<file path="config.mk">
export PLATFORM = sky130hd
export DESIGN_NAME = stk_xfer_seq
export DESIGN_NICKNAME = d
export VERILOG_FILES = /design/src/rtl/stk_xfer_pkg.sv /design/src/rtl/stk_step_plan.sv /design/src/rtl/stk_byte_gather.sv /design/src/rtl/stk_commit.sv /design/src/rtl/stk_xfer_seq.sv
export SDC_FILE = /design/constraint.sdc
export NUM_CORES = 1
export LEC_CHECK = 0
export CELL_PAD_IN_SITES_DETAIL_PLACEMENT = 0
export CELL_PAD_IN_SITES_GLOBAL_PLACEMENT = 2
export CORE_MARGIN = 4
export CORE_UTILIZATION = 37
export DETAILED_ROUTE_END_ITERATION = 8
export DONT_BUFFER_PORTS = 1
export PLACE_DENSITY = 0.82
export RECOVER_POWER = 25
export SLEW_MARGIN = 20
export SYNTH_ARGS = -nofsm -noshare
export SYNTH_HDL_FRONTEND = slang
export SYNTH_SLANG_ARGS = --single-unit
</file>
<file path="constraint.sdc">
create_clock -name clk -period 4.6 [get_ports clk]
set_input_delay 0.92 -clock clk [delete_from_list [all_inputs] [get_ports clk]]
set_output_delay 0.92 -clock clk [all_outputs]
set_load 0.01 [all_outputs]
</file>
<file path="src/rtl/stk_xfer_pkg.sv">
package stk_xfer_pkg;

    localparam int ADDR_W    = 16;
    localparam int DATA_W    = 8;
    localparam int OP_W      = 4;
    localparam int STEP_W    = 3;
    localparam int TBL_W     = 5;
    localparam int PAGE_W    = 11;

    typedef logic [ADDR_W-1:0] addr_t;
    typedef logic [DATA_W-1:0] byte_t;
    typedef logic [OP_W-1:0]   opc_t;

    localparam addr_t VEC_LO_ADDR = addr_t'(16'h003E);
    localparam addr_t VEC_HI_ADDR = addr_t'(16'h003F);
    localparam logic [ADDR_W-PAGE_W-1:0] SHORT_PAGE = 5'b00001;

    typedef enum logic [OP_W-1:0] {
        OP_CALL_LONG  = 4'd0,
        OP_CALL_SHORT = 4'd1,
        OP_CALL_TABLE = 4'd2,
        OP_BREAK      = 4'd3,
        OP_RET        = 4'd4,
        OP_RET_INT    = 4'd5,
        OP_RET_BRK    = 4'd6,
        OP_PUSH_FLAGS = 4'd7,
        OP_PUSH_PAIR  = 4'd8,
        OP_POP_FLAGS  = 4'd9,
        OP_POP_PAIR   = 4'd10
    } op_e;

    typedef enum logic [2:0] {
        D_NONE = 3'd0,
        D_PCL  = 3'd1,
        D_PCH  = 3'd2,
        D_PSW  = 3'd3,
        D_PRL  = 3'd4,
        D_PRH  = 3'd5
    } dest_e;

    typedef enum logic [1:0] {
        S_IDLE = 2'd0,
        S_RUN  = 2'd1,
        S_FIN  = 2'd2
    } state_e;

    typedef struct packed {
        logic  act;
        logic  we;
        addr_t addr;
        byte_t wdata;
        dest_e dest;
    } step_t;

    typedef struct packed {
        byte_t pcl;
        byte_t pch;
        byte_t psw;
        byte_t prl;
        byte_t prh;
    } gather_t;

    typedef struct packed {
        addr_t pc;
        addr_t sp;
        byte_t psw;
        logic  ie;
        logic  nmis;
        logic  err;
        logic  pair_ld;
        addr_t pair;
    } result_t;

    function automatic step_t mk_wr(input addr_t a, input byte_t d);
        step_t s;
        s.act   = 1'b1;
        s.we    = 1'b1;
        s.addr  = a;
        s.wdata = d;
        s.dest  = D_NONE;
        return s;
    endfunction

    function automatic step_t mk_rd(input addr_t a, input dest_e d);
        step_t s;
        s.act   = 1'b1;
        s.we    = 1'b0;
        s.addr  = a;
        s.wdata = '0;
        s.dest  = d;
        return s;
    endfunction

    function automatic logic [STEP_W-1:0] step_count(input opc_t op);
        case (op)
            OP_CALL_LONG, OP_CALL_SHORT, OP_RET,
            OP_PUSH_PAIR, OP_POP_PAIR:     return STEP_W'(2);
            OP_CALL_TABLE:                 return STEP_W'(4);
            OP_BREAK:                      return STEP_W'(5);
            OP_RET_INT, OP_RET_BRK:        return STEP_W'(3);
            OP_PUSH_FLAGS, OP_POP_FLAGS:   return STEP_W'(1);
            default:                       return STEP_W'(0);
        endcase
    endfunction

    function automatic addr_t ret_offset(input opc_t op);
        case (op)
            OP_CALL_LONG:  return addr_t'(3);
            OP_CALL_SHORT: return addr_t'(2);
            default:       return addr_t'(1);
        endcase
    endfunction

endpackage

</file>
<file path="src/rtl/stk_step_plan.sv">
module stk_step_plan
    import stk_xfer_pkg::*;
(
    input  opc_t                op,
    input  logic [STEP_W-1:0]   idx,
    input  addr_t               pc,
    input  addr_t               sp,
    input  byte_t               psw,
    input  addr_t               imm,
    output step_t               step
);

    addr_t ret_addr;
    addr_t tbl_addr;
    addr_t word;

    always_comb begin
        ret_addr = pc + ret_offset(op);
        tbl_addr = {{(ADDR_W-TBL_W){1'b0}}, imm[TBL_W-1:0]};
        word     = (op == OP_PUSH_PAIR) ? imm : ret_addr;
        step     = '0;
        case (op)
            OP_CALL_LONG, OP_CALL_SHORT, OP_PUSH_PAIR: begin
                case (idx)
                    3'd0:    step = mk_wr(sp - addr_t'(1), word[15:8]);
                    3'd1:    step = mk_wr(sp - addr_t'(2), word[7:0]);
                    default: step = '0;
                endcase
            end
            OP_CALL_TABLE: begin
                case (idx)
                    3'd0:    step = mk_rd(tbl_addr, D_PCL);
                    3'd1:    step = mk_rd(tbl_addr + addr_t'(1), D_PCH);
                    3'd2:    step = mk_wr(sp - addr_t'(1), ret_addr[15:8]);
                    3'd3:    step = mk_wr(sp - addr_t'(2), ret_addr[7:0]);
                    default: step = '0;
                endcase
            end
            OP_BREAK: begin
                case (idx)
                    3'd0:    step = mk_wr(sp - addr_t'(1), psw);
                    3'd1:    step = mk_wr(sp - addr_t'(2), ret_addr[15:8]);
                    3'd2:    step = mk_wr(sp - addr_t'(3), ret_addr[7:0]);
                    3'd3:    step = mk_rd(VEC_LO_ADDR, D_PCL);
                    3'd4:    step = mk_rd(VEC_HI_ADDR, D_PCH);
                    default: step = '0;
                endcase
            end
            OP_RET, OP_RET_INT, OP_RET_BRK: begin
                case (idx)
                    3'd0:    step = mk_rd(sp, D_PCL);
                    3'd1:    step = mk_rd(sp + addr_t'(1), D_PCH);
                    3'd2:    step = mk_rd(sp + addr_t'(2), D_PSW);
                    default: step = '0;
                endcase
            end
            OP_PUSH_FLAGS: begin
                if (idx == '0) step = mk_wr(sp - addr_t'(1), psw);
            end
            OP_POP_FLAGS: begin
                if (idx == '0) step = mk_rd(sp, D_PSW);
            end
            OP_POP_PAIR: begin
                case (idx)
                    3'd0:    step = mk_rd(sp, D_PRL);
                    3'd1:    step = mk_rd(sp + addr_t'(1), D_PRH);
                    default: step = '0;
                endcase
            end
            default: step = '0;
        endcase
    end

endmodule

</file>
<file path="src/rtl/stk_byte_gather.sv">
module stk_byte_gather
    import stk_xfer_pkg::*;
(
    input  logic    clk,
    input  logic    rst,
    input  logic    clr,
    input  dest_e   cap_dest,
    input  byte_t   cap_data,
    output gather_t view
);

    gather_t slots_q;

    always_comb begin
        view = slots_q;
        case (cap_dest)
            D_PCL:   view.pcl = cap_data;
            D_PCH:   view.pch = cap_data;
            D_PSW:   view.psw = cap_data;
            D_PRL:   view.prl = cap_data;
            D_PRH:   view.prh = cap_data;
            default: view = slots_q;
        endcase
    end

    always_ff @(posedge clk) begin
        if (rst || clr) begin
            slots_q <= '0;
        end else begin
            slots_q <= view;
        end
    end

endmodule

</file>
<file path="src/rtl/stk_commit.sv">
module stk_commit
    import stk_xfer_pkg::*;
(
    input  opc_t    op,
    input  addr_t   pc,
    input  addr_t   sp,
    input  byte_t   psw,
    input  logic    ie,
    input  logic    nmis,
    input  addr_t   imm,
    input  gather_t bytes,
    output result_t res
);

    addr_t loaded_pc;

    always_comb begin
        loaded_pc   = {bytes.pch, bytes.pcl};
        res.pc      = pc;
        res.sp      = sp;
        res.psw     = psw;
        res.ie      = ie;
        res.nmis    = nmis;
        res.err     = 1'b0;
        res.pair_ld = 1'b0;
        res.pair    = {bytes.prh, bytes.prl};
        case (op)
            OP_CALL_LONG: begin
                res.pc = imm;
                res.sp = sp - addr_t'(2);
            end
            OP_CALL_SHORT: begin
                res.pc = {SHORT_PAGE, imm[PAGE_W-1:0]};
                res.sp = sp - addr_t'(2);
            end
            OP_CALL_TABLE: begin
                res.pc = loaded_pc;
                res.sp = sp - addr_t'(2);
            end
            OP_BREAK: begin
                res.pc = loaded_pc;
                res.sp = sp - addr_t'(3);
                res.ie = 1'b0;
            end
            OP_RET: begin
                res.pc = loaded_pc;
                res.sp = sp + addr_t'(2);
            end
            OP_RET_INT: begin
                res.pc   = loaded_pc;
                res.psw  = bytes.psw;
                res.sp   = sp + addr_t'(3);
                res.nmis = 1'b0;
            end
            OP_RET_BRK: begin
                res.pc  = loaded_pc;
                res.psw = bytes.psw;
                res.sp  = sp + addr_t'(3);
            end
            OP_PUSH_FLAGS: res.sp = sp - addr_t'(1);
            OP_PUSH_PAIR:  res.sp = sp - addr_t'(2);
            OP_POP_FLAGS: begin
                res.psw = bytes.psw;
                res.sp  = sp + addr_t'(1);
            end
            OP_POP_PAIR: begin
                res.pair_ld = 1'b1;
                res.sp      = sp + addr_t'(2);
            end
            default: res.err = 1'b1;
        endcase
    end

endmodule

</file>
<file path="src/rtl/stk_xfer_seq.sv">
module stk_xfer_seq
    import stk_xfer_pkg::*;
(
    input  logic        clk,
    input  logic        rst,
    input  logic        start,
    input  logic [3:0]  op,
    input  logic [15:0] imm,
    input  logic [15:0] pc_in,
    input  logic [15:0] sp_in,
    input  logic [7:0]  psw_in,
    input  logic        ie_in,
    input  logic        nmis_in,
    output logic        busy,
    output logic        done,
    output logic        err,
    output logic        mem_req,
    output logic        mem_we,
    output logic [15:0] mem_addr,
    output logic [7:0]  mem_wdata,
    input  logic [7:0]  mem_rdata,
    output logic [15:0] pc_out,
    output logic [15:0] sp_out,
    output logic [7:0]  psw_out,
    output logic        ie_out,
    output logic        nmis_out,
    output logic [15:0] pair_out
);

    state_e            state_q;
    opc_t              op_q;
    addr_t             imm_q, pc_q, sp_q;
    byte_t             psw_q;
    logic              ie_q, nmis_q;
    logic [STEP_W-1:0] idx_q;
    logic [STEP_W-1:0] n_steps;
    dest_e             dest_q;
    logic              done_q, err_q;
    addr_t             pc_r, sp_r, pair_r;
    byte_t             psw_r;
    logic              ie_r, nmis_r;

    step_t             step;
    gather_t           bytes;
    result_t           res;
    logic              accept;

    assign accept  = (state_q == S_IDLE) && start;
    assign n_steps = step_count(op_q);

    stk_step_plan u_plan (
        .op   (op_q),
        .idx  (idx_q),
        .pc   (pc_q),
        .sp   (sp_q),
        .psw  (psw_q),
        .imm  (imm_q),
        .step (step)
    );

    stk_byte_gather u_gather (
        .clk      (clk),
        .rst      (rst),
        .clr      (accept),
        .cap_dest (dest_q),
        .cap_data (mem_rdata),
        .view     (bytes)
    );

    stk_commit u_commit (
        .op    (op_q),
        .pc    (pc_q),
        .sp    (sp_q),
        .psw   (psw_q),
        .ie    (ie_q),
        .nmis  (nmis_q),
        .imm   (imm_q),
        .bytes (bytes),
        .res   (res)
    );

    always_ff @(posedge clk) begin
        if (rst) begin
            state_q <= S_IDLE;
            op_q    <= '0;
            imm_q   <= '0;
            pc_q    <= '0;
            sp_q    <= '0;
            psw_q   <= '0;
            ie_q    <= 1'b0;
            nmis_q  <= 1'b0;
            idx_q   <= '0;
            dest_q  <= D_NONE;
        end else begin
            case (state_q)
                S_IDLE: begin
                    dest_q <= D_NONE;
                    if (start) begin
                        op_q    <= op;
                        imm_q   <= imm;
                        pc_q    <= pc_in;
                        sp_q    <= sp_in;
                        psw_q   <= psw_in;
                        ie_q    <= ie_in;
                        nmis_q  <= nmis_in;
                        idx_q   <= '0;
                        state_q <= (step_count(op) == '0) ? S_FIN : S_RUN;
                    end
                end
                S_RUN: begin
                    dest_q <= step.we ? D_NONE : step.dest;
                    if (idx_q == n_steps - STEP_W'(1)) begin
                        state_q <= S_FIN;
                    end else begin
                        idx_q <= idx_q + STEP_W'(1);
                    end
                end
                default: begin
                    dest_q  <= D_NONE;
                    state_q <= S_IDLE;
                end
            endcase
        end
    end

    always_ff @(posedge clk) begin
        if (rst) begin
            done_q <= 1'b0;
            err_q  <= 1'b0;
            pc_r   <= '0;
            sp_r   <= '0;
            psw_r  <= '0;
            ie_r   <= 1'b0;
            nmis_r <= 1'b0;
            pair_r <= '0;
        end else begin
            done_q <= (state_q == S_FIN);
            err_q  <= (state_q == S_FIN) && res.err;
            if (state_q == S_FIN) begin
                pc_r   <= res.pc;
                sp_r   <= res.sp;
                psw_r  <= res.psw;
                ie_r   <= res.ie;
                nmis_r <= res.nmis;
                if (res.pair_ld) pair_r <= res.pair;
            end
        end
    end

    assign busy      = (state_q != S_IDLE);
    assign done      = done_q;
    assign err       = err_q;
    assign mem_req   = (state_q == S_RUN) && step.act;
    assign mem_we    = mem_req && step.we;
    assign mem_addr  = mem_req ? step.addr : '0;
    assign mem_wdata = mem_we ? step.wdata : '0;
    assign pc_out    = pc_r;
    assign sp_out    = sp_r;
    assign psw_out   = psw_r;
    assign ie_out    = ie_r;
    assign nmis_out  = nmis_r;
    assign pair_out  = pair_r;

endmodule

</file>
==> flow_metrics.py, run 1 <==
metrics = {
    "outcome": {
        "status": "complete, no violations",
    },
    "placement": {
        "dpl.hpwl_um": 39400,
        "place_inst": 2009,
        "gp_congestion": 0.9963,
        "port_buffers": 0,
    },
    "drt": {
        "vias": 13390,
        "routed_wl_um": 55030,
        "drc": 0,
        "drt_iter0_markers": 2203,
        "firstDrtPassIters": 6,
        "wl_per_cell_um": 26.96,
        "ant_nets": 0,
        "routed_via_density": 6.559,
    },
    "clock_network": {
        "cts-root-buf": "clkbuf_16",
        "post-cts-setup-buffer-count": 0,
        "h-tree-depth": 4,
        "clkLatencyLatePin_ns": 0.46,
        "ctsHoldBuffers": 0,
        "cts_buffers": 17,
        "cts_tree": "yes",
        "cts_max_path_buffers": 2,
        "clkTransAtPathRegs_ns": 0.07,
        "post_cts_resized": 0,
        "clock-sinks": 173,
    },
    "synthesis": {
        "synth_area_per_cell_um2": 7.372,
        "yosysWarnings": 0,
        "yosysTopAreaCellShare_pct": 28.79,
        "async_reset_ff_share_pct": 0,
        "yosysSeqAreaShare_pct": 28.79,
        "netlist_area_um2": 12030,
        "synth_nets": 1722,
        "synth.distinct_cells": 93,
        "synth_largest_area_cell": "dfxtp_1",
        "synth_cells": 1632,
        "synth_edf_count": 0,
        "synthTopCellsByArea": "dfxtp_1 29%, nand2_1 7.3%, a21oi_1 6.4%, nor2_1 4.5%, o21ai_0 4.2%",
        "synth_ff_type": "dfxtp_1",
        "ys_seq_elements": 173,
    },
    "cells_and_area": {
        "stdcell_count": 2041,
        "final_common_cell": "nand2_1",
        "drive_above_1_share_pct": 10.65,
        "num_antenna_cells": 0,
        "area_growth_pct": 10.06,
        "mostFrequentLayoutCells": "233 x nand2_1, 173 x dfxtp_1, 155 x a21oi_1",
        "finalNetCount": 1683,
    },
    "floorplan": {
        "die_area_um2": 35470,
        "dieWidth_um": 188.3,
        "die_h_um": 188.3,
        "core_area_um2": 31800,
        "io_pins": 160,
        "start_util_pct": 37.84,
        "placementRows": 65,
    },
    "sta": {
        "worst_slew_pin_slew_ns": 1.290,
        "tns_ns": 0,
        "fin_hold_ws_ns": 0.4692,
        "max-slew-margin-rel_pct": 13.98,
        "hold_viol_final": 0,
        "max_freq_mhz": 230.9,
        "finalCriticalPeriod_ns": 4.331,
        "period_share_pct": 94.14,
        "finalSetupViolCount": 0,
        "rsz0062_at_grt": "false",
        "slew_violations": 0,
        "clock_skew_ns": 0.01961,
    },
    "setup_path": {
        "path_cells": "inv_1, ha_1, buf_4, o21bai_1, a31oi_2, nor2_1, nor2_1, nand3_1, a41oi_1, buf_4",
        "crit_type": "flip-flop to primary output",
        "critPathTopFamily": "compound AO/OA/AOI/OAI gates",
        "critPathArrivalTime_ns": 3.41,
        "crit_path_start_kind": "flip-flop",
        "required_ns": 3.68,
        "crit_buf_inv": 3,
        "cpMaxStageDelayCell": "a31oi_2",
        "endpoint_kind": "primary output",
        "cpPeakStageDelay_ns": 0.51,
        "crit_path_max_fanout": 11,
    },
    "global_route": {
        "grt_max_degree": 103,
        "grt_overflow_total": 0,
        "antenna_found_initial": 2,
        "track_usage_pct": 29.70,
        "grt_pass1_vias": 12440,
        "grt_pass1_wl_um": 81550,
    },
    "pwr": {
        "irDropWorstVdd_mv": 0.2805,
        "p_leak_nw": 4.658,
        "cellPowerDensity_nw_per_um2": 340.3,
        "power_mw": 4.506,
    },
    "min_path": {
        "min_path_type": "flip-flop to flip-flop",
    },
    "flow_run": {
        "drv_cap": 0,
    },
}
## area by class of cell
cell class	instances	area [µm²]
Inverter	29	108.9
Sequential cell	173	3463
Clock inverter	14	162.7
Tap cell	435	544.3
Fill cell	3356	18560
Multi-Input combinational cell	1277	7814
Timing Repair Buffer	95	709.4
Clock buffer	18	439.2
## final timing paths
check | slack [ns] | from | to | cells past startpoint
hold reg to reg | 0.47 | nmis_q$_SDFFE_PP0P_ | nmis_q$_SDFFE_PP0P_ | 2
setup / recovery | 0.27 | idx_q[1]$_SDFFE_PP0P_ | mem_addr[3] | 10
setup reg to reg | 1.66 | op_q[3]$_SDFFE_PP0P_ | sp_out[12]$_SDFFE_PP0P_ | 8
hold / removal | 0.47 | nmis_q$_SDFFE_PP0P_ | nmis_q$_SDFFE_PP0P_ | 2
## worst reg2reg max path, cell delays in order, from the launching register on
cell and delay, ns:
dfxtp_1 0.36, buf_4 0.40, maj3_1 0.42, or2_1 0.59, nor2_1 0.16, a2111oi_0 0.38
buf_4 0.20, a21boi_1 0.06, o221a_2 0.25
## flip-flops by register name (all words and copies together) (netlist names), 2 cells and up
name              flops
u_gather.slots_q     40
imm_q                16
pair_out             16
pc_out               16
pc_q                 16
sp_out               16
sp_q                 16
psw_out               8
psw_q                 8
op_q                  4
dest_q                3
idx_q                 3
n_steps               3
state_q               2
## layer usage
metal	track usage (%)	share of wire, %	routed length, µm	vias up
met4	11.97	4.3	2364	4
met2	43.67	42	23020	864
met5	0	0.045	25	-
met1	40.93	42	23270	6382
met3	8.614	12	6350	158
li1	-	-	-	5978
## metrics by stage
step                      util (%)  worst slack [ns]  instance area [µm²]
final                        41.64            0.2694                13240
after global routing         41.64            0.1806                13240
after CTS                    41.66            0.3880                13250
after detailed placement     39.77            0.8888                12650
after global placement       39.77            0.8935                12650
after floorplan                  -            0.7650                12030
## cell families after synthesis
logic type	share of synthesized area, %
AND/OR/NAND/NOR	23.86
AO/OA/AOI/OAI	31.85
buffers and inverters	6.396
flip-flops	28.79
multiplexers	3.910
XOR/XNOR	3.203
adder cells (fa/ha/maj)	1.997
## where the power goes
part	total [mW]	internal [mW]	switching, mW
logic	1.33	0.435	0.899
registers	1.70	1.57	0.121
clock network	1.48	0.748	0.728
total	4.51	2.76	1.75
## synthesized netlist by cell type, drive strengths merged (28+ instances only)
cell type  count
a211oi        32
a21oi        155
a221oi        37
a31oi         37
buf           63
clkbuf        90
dfxtp        173
inv           29
mux2i         47
nand2        234
nand3         45
nor2         144
nor3          34
o21ai        103
xnor2         28
No activity file was read; power rests on OpenSTA's default activity.
==> run 2, diff against run 1 <==
--- a/config.mk
+++ b/config.mk
@@ -11,6 +11,7 @@
 export CORE_UTILIZATION = 37
 export DETAILED_ROUTE_END_ITERATION = 8
 export DONT_BUFFER_PORTS = 1
+export GPL_ROUTABILITY_DRIVEN = 0
 export PLACE_DENSITY = 0.82
 export RECOVER_POWER = 25
 export SLEW_MARGIN = 20
==> flow_metrics.py, run 2 (same netlist as run 1, synthesis figures left out) <==
metrics = {
    "pwr": {
        "cellPowerDensity_nw_per_um2": 341.5,
        "p_leak_nw": 4.610,
        "pwr-share-comb_pct": 29.2,
        "internal_power_mw": 2.744,
        "irDropWorstVdd_mv": 0.2766,
        "p_seq_share_pct": 37.7,
        "netSwitchingPower_mw": 1.756,
        "swShare_pct": 39.02,
        "power_mw": 4.501,
        "clock_power_share_pct": 33.1,
    },
    "drt": {
        "wl_per_cell_um": 26.20,
        "ant_nets": 0,
        "routed_via_density": 6.570,
        "routed_wl_um": 53210,
        "drc": 0,
        "firstDrtPassIters": 6,
        "vias": 13340,
        "drt_iter0_markers": 2051,
    },
    "cells_and_area": {
        "drive_above_1_share_pct": 10.21,
        "mostFrequentLayoutCells": "233 x nand2_1, 173 x dfxtp_1, 155 x a21oi_1",
        "finalNetCount": 1673,
        "stdcell_count": 2031,
        "fillers": 3327,
        "area_growth_pct": 9.536,
        "top_register": "u_gather.slots_q",
        "final_common_cell": "nand2_1",
        "num_antenna_cells": 0,
        "largest_register_ffs": 40,
        "utilization_pct": 41.44,
    },
    "sta": {
        "period_share_pct": 92.37,
        "clock_skew_ns": 0.01600,
        "max_freq_mhz": 235.4,
        "worst_slew_pin_slew_ns": 2.162,
        "max-slew-margin-rel_pct": -44.12,
        "setup_ws_ns": 0.3511,
        "hold_viol_final": 0,
        "rsz0062_at_grt": "false",
        "finalSetupViolCount": 0,
        "finalCriticalPeriod_ns": 4.249,
        "tns_ns": 0,
        "slew_violations": 81,
    },
    "clock_network": {
        "clkTransAtPathRegs_ns": 0.07,
        "cts_max_path_buffers": 2,
        "cts_buffers": 17,
        "cts-root-buf": "clkbuf_16",
        "clkLatencyLatePin_ns": 0.46,
        "post_cts_resized": 0,
        "ctsHoldBuffers": 0,
        "cts_tree": "yes",
        "clock-sinks": 173,
        "h-tree-depth": 4,
        "post-cts-setup-buffer-count": 0,
    },
    "floorplan": {
        "io_pins": 160,
        "start_util_pct": 37.84,
        "die_area_um2": 35470,
        "core_area_um2": 31800,
        "placementRows": 65,
        "dieWidth_um": 188.3,
        "die_h_um": 188.3,
    },
    "flow_run": {
        "drv_cap": 2,
    },
    "min_path": {
        "min_path_type": "flip-flop to flip-flop",
    },
    "placement": {
        "pre_cts_ws_ns": 0.9103,
        "place_inst": 1999,
        "port_buffers": 0,
        "dpl.hpwl_um": 37870,
    },
    "setup_path": {
        "crit_type": "flip-flop to primary output",
        "critPathArrivalTime_ns": 3.33,
        "endpoint_kind": "primary output",
        "required_ns": 3.68,
        "crit_path_max_fanout": 10,
        "crit_path_start_kind": "flip-flop",
    },
    "global_route": {
        "grt_pass1_vias": 12370,
        "grt_pass1_wl_um": 79560,
        "antenna_found_initial": 0,
        "track_usage_pct": 28.73,
        "grt_overflow_total": 0,
        "grt_max_degree": 103,
    },
    "outcome": {
        "status": "complete, but fails checks",
        "violations": "capacitance limit, slew limit",
    },
}
## run 2: worst paths after layout
check	startpoint	end	slack (ns)	cells after the start
worst max-delay path	idx_q[1]$_SDFFE_PP0P_	mem_addr[5]	0.35	9
worst min-delay path	nmis_q$_SDFFE_PP0P_	nmis_q$_SDFFE_PP0P_	0.46	2
worst max register to register	state_q[0]$_SDFFE_PP0P_	sp_out[3]$_SDFFE_PP0P_	1.47	6
worst min register to register	nmis_q$_SDFFE_PP0P_	nmis_q$_SDFFE_PP0P_	0.46	2
## run 2: through the flow
stage | hold slack [ns] | instance area (µm²)
after floorplan | 0.4333 | 12030
after global placement | 0.4488 | 12580
after detailed placement | 0.4474 | 12590
after CTS | 0.4608 | 13190
after global routing | 0.4915 | 13180
final | 0.4643 | 13180
## run 2: final cells by class
type	count	area (µm²)	area share, %
multi-input cells	1277	7818	59.32
flip-flops and latches	173	3463	26.28
repair buffers	85	646.9	4.908
well taps	435	544.3	4.130
clock buffers	17	425.4	3.228
clock inverters	15	172.7	1.310
inverters	29	108.9	0.8260
## run 2: power by group through the flow
stage / clock, mW / combinational (mW) / sequential, mW
6_report: 1.49 / 1.31 / 1.70
3_3_place_gp: 0 / 1.27 / 1.73
4_1_cts: 1.52 / 1.27 / 1.70
2_1_floorplan: 0 / 0.903 / 1.67
3_5_place_dp: 0 / 1.26 / 1.73
5_1_grt: 1.59 / 1.41 / 1.71
## run 2: critical path, cell delays in order (launching register included)
cell and delay [ns]:
dfxtp_1 0.46, ha_1 0.42, o21bai_1 0.19, a31oi_2 0.55
nor2_1 0.10, buf_4 0.21, nor2_1 0.16, buf_4 0.18
a2111oi_0 0.09, a31oi_1 0.52
## run 2: per-layer routing
layer / track usage (%) / routed length [µm] / vias to the layer above / share of wire, %
met5: 0 / 0 / - / 0
met3: 8.707 / 6152 / 175 / 12
met4: 10.31 / 2284 / 0 / 4.3
li1: - / - / 5955 / -
met2: 42.57 / 22250 / 908 / 42
met1: 39.58 / 22530 / 6305 / 42
==> run 3, diff against run 2 <==
--- a/config.mk
+++ b/config.mk
@@ -8,13 +8,14 @@
 export CELL_PAD_IN_SITES_DETAIL_PLACEMENT = 0
 export CELL_PAD_IN_SITES_GLOBAL_PLACEMENT = 2
 export CORE_MARGIN = 4
-export CORE_UTILIZATION = 37
+export CORE_UTILIZATION = 38
 export DETAILED_ROUTE_END_ITERATION = 8
 export DONT_BUFFER_PORTS = 1
 export GPL_ROUTABILITY_DRIVEN = 0
-export PLACE_DENSITY = 0.82
+export PLACE_DENSITY = 0.83
 export RECOVER_POWER = 25
 export SLEW_MARGIN = 20
 export SYNTH_ARGS = -nofsm -noshare
 export SYNTH_HDL_FRONTEND = slang
+export SYNTH_HIERARCHICAL = 1
 export SYNTH_SLANG_ARGS = --single-unit
==> flow_metrics.py, run 3 <==
metrics = {
    "sta": {
        "setup_ws_ns": 0.2685,
        "finalCriticalPeriod_ns": 4.332,
        "hold_viol_final": 0,
        "finalSetupViolCount": 0,
        "fin_hold_ws_ns": 0.4690,
        "max-slew-margin-rel_pct": -29.66,
        "tns_ns": 0,
        "slew_violations": 109,
        "clock_skew_ns": 0.01691,
        "worst_slew_pin_slew_ns": 1.934,
        "rsz0062_at_grt": "false",
        "period_share_pct": 94.16,
        "max_freq_mhz": 230.9,
    },
    "floorplan": {
        "dieWidth_um": 196.7,
        "io_pins": 160,
        "die_area_um2": 38690,
        "die_h_um": 196.7,
        "placementRows": 68,
        "start_util_pct": 38.89,
        "core_area_um2": 34800,
    },
    "global_route": {
        "grt_pass1_vias": 12620,
        "grt_pass1_wl_um": 76640,
        "grt_max_degree": 181,
        "antenna_found_initial": 0,
        "track_usage_pct": 24.57,
        "grt_overflow_total": 0,
    },
    "setup_path": {
        "r2r_start": "op_q[3]$_SDFFE_PP0P_",
        "endpoint_kind": "primary output",
        "ff2ff_setup_slack_ns": 0.91,
        "crit_path_start_kind": "flip-flop",
        "critPathArrivalTime_ns": 3.41,
        "crit_type": "flip-flop to primary output",
        "timing.rr.end": "sp_out[14]$_SDFFE_PP0P_",
        "required_ns": 3.68,
        "cpPeakStageDelay_ns": 0.56,
        "path_cells": "nor3_1, nand2_1, ha_1, fa_1, nand3_1, nor2_1, xnor2_1, a211oi_1, or4_1, and3_1",
        "cpMaxStageDelayCell": "or4_1",
        "crit_start": "op_q[1]$_SDFFE_PP0P_",
        "reg2regPathDepth": 13,
        "crit_path_max_fanout": 5,
    },
    "cells_and_area": {
        "finalNetCount": 1832,
        "regArea_um2": 3465,
        "fillers": 3666,
        "multi_input_area_um2": 9226,
        "mostFrequentLayoutCells": "336 x nand2_1, 210 x a21oi_1, 172 x dfxtp_1",
        "num_antenna_cells": 0,
        "final_cell_area_um2": 14270,
        "largest_register_ffs": 40,
        "top_register": "u_gather/slots_q",
        "drive_above_1_share_pct": 12.15,
        "area_growth_pct": 5.474,
        "final_common_cell": "nand2_1",
    },
    "outcome": {
        "status": "complete, but fails checks",
        "violations": "capacitance limit, slew limit",
    },
    "clock_network": {
        "post_cts_resized": 0,
        "clkLatencyLatePin_ns": 0.45,
        "cts-root-buf": "clkbuf_16",
        "cts_max_path_buffers": 2,
        "h-tree-depth": 4,
        "clock-sinks": 173,
        "cts_buffers": 17,
        "cts_tree": "yes",
        "ctsHoldBuffers": 0,
        "clkTransAtPathRegs_ns": 0.08,
        "post-cts-setup-buffer-count": 0,
    },
    "synthesis": {
        "synth_area_per_cell_um2": 7.489,
        "synth_common_cells": "336 x nand2_1, 211 x a21oi_1, 173 x dfxtp_1",
        "netlist_area_um2": 13530,
        "synth_largest_area_cell": "dfxtp_1",
        "synth_ff_type": "dfxtp_1",
        "synth_edf_count": 0,
        "async_reset_ff_share_pct": 0,
        "synth.distinct_cells": 103,
        "ys_seq_elements": 173,
        "synth_most_common_cell": "nand2_1",
        "synth_nets": 1924,
        "synthTopCellsByArea": "dfxtp_1 26%, nand2_1 9.3%, a21oi_1 7.8%, mux2_2 4.1%, ha_1 3.8%",
        "yosysSeqAreaShare_pct": 25.59,
        "synth_cells": 1807,
        "yosysWarnings": 6,
        "yosysTopAreaCellShare_pct": 25.59,
    },
    "drt": {
        "drc": 0,
        "firstDrtPassIters": 6,
        "routed_via_density": 6.053,
        "ant_nets": 0,
        "routed_wl_um": 49130,
        "drt_iter0_markers": 1195,
        "wl_per_cell_um": 22.51,
        "vias": 13210,
    },
    "placement": {
        "port_buffers": 0,
        "dpl.hpwl_um": 35850,
        "pre_cts_ws_ns": 0.7609,
        "placed_cell_area_um2": 13700,
    },
    "pwr": {
        "cellPowerDensity_nw_per_um2": 325.3,
        "power_mw": 4.643,
        "p_leak_nw": 5.386,
        "irDropWorstVdd_mv": 0.2670,
    },
    "min_path": {
        "min_from": "ie_q$_SDFFE_PP0P_",
        "min_path_type": "flip-flop to flip-flop",
        "whs_endpoint": "ie_q$_SDFFE_PP0P_",
        "holdPathStages": 2,
    },
    "flow_run": {
        "drv_cap": 2,
    },
}
## run 3: critical path, delay by kind of cell (launching register included)
kind                       cells  cell delay, ns
xor gates and xnor gates       1            0.22
adders and majority gates      2            0.70
DFF                            1            0.32
and+or+nand+nor                6            1.60
AOI/OAI and AO/OA              1            0.11
## run 3: routing by layer
| layer | GRT usage [%] | part of all wire (%) | up-vias |
|---|---|---|---|
| met3 | 4.205 | 5.8 | 90 |
| met2 | 40.12 | 47 | 467 |
| met1 | 33.51 | 45 | 6358 |
| met4 | 7.242 | 2.7 | 0 |
| li1 | - | - | 6298 |
| met5 | 0 | 0 | - |
## run 3: layout make-up
| cell class | instances | share of cell area [%] |
|---|---|---|
| Tap cell | 455 | 3.989 |
| Clock buffer | 18 | 3.007 |
| Inverter | 28 | 0.7452 |
| Timing Repair Buffer | 42 | 2.297 |
| Sequential cell | 173 | 24.27 |
| Clock inverter | 14 | 1.043 |
| Multi-Input combinational cell | 1453 | 64.64 |
## run 3: per-stage QoR
step                util [%]  cells
finish                 41.01   2183
CTS                    41.03   2183
detailed placement     39.37   2151
global placement       39.37   2151
global route           41.01   2183
floorplan                  -   1807
## run 3: worst max path at each step
stage	end	slack [ns]	cells past startpoint
final	mem_wdata[2]	0.27	10
after detailed placement	mem_wdata[2]	0.76	10
after CTS	mem_wdata[2]	0.23	10
after floorplan	mem_wdata[2]	0.63	12
after global routing	mem_wdata[2]	0.02	10
after global placement	mem_wdata[2]	0.77	10
## run 3: report_power, final
part | switching (mW) | internal [mW] | leakage, nW
Clock | 0.701 | 0.768 | 0.281
Sequential | 0.137 | 1.57 | 1.41
Combinational | 0.913 | 0.557 | 3.70
## run 3: kinds of logic after synthesis
group / after synthesis / synth area share (%)
XOR/XNOR: 61 / 4.050
buffers and inverters: 181 / 6.315
AND/OR/NAND/NOR: 769 / 29.50
multiplexers: 103 / 8.313
adder cells (fa/ha/maj): 47 / 4.457
flip-flops: 173 / 25.59
AO/OA/AOI/OAI: 473 / 21.78
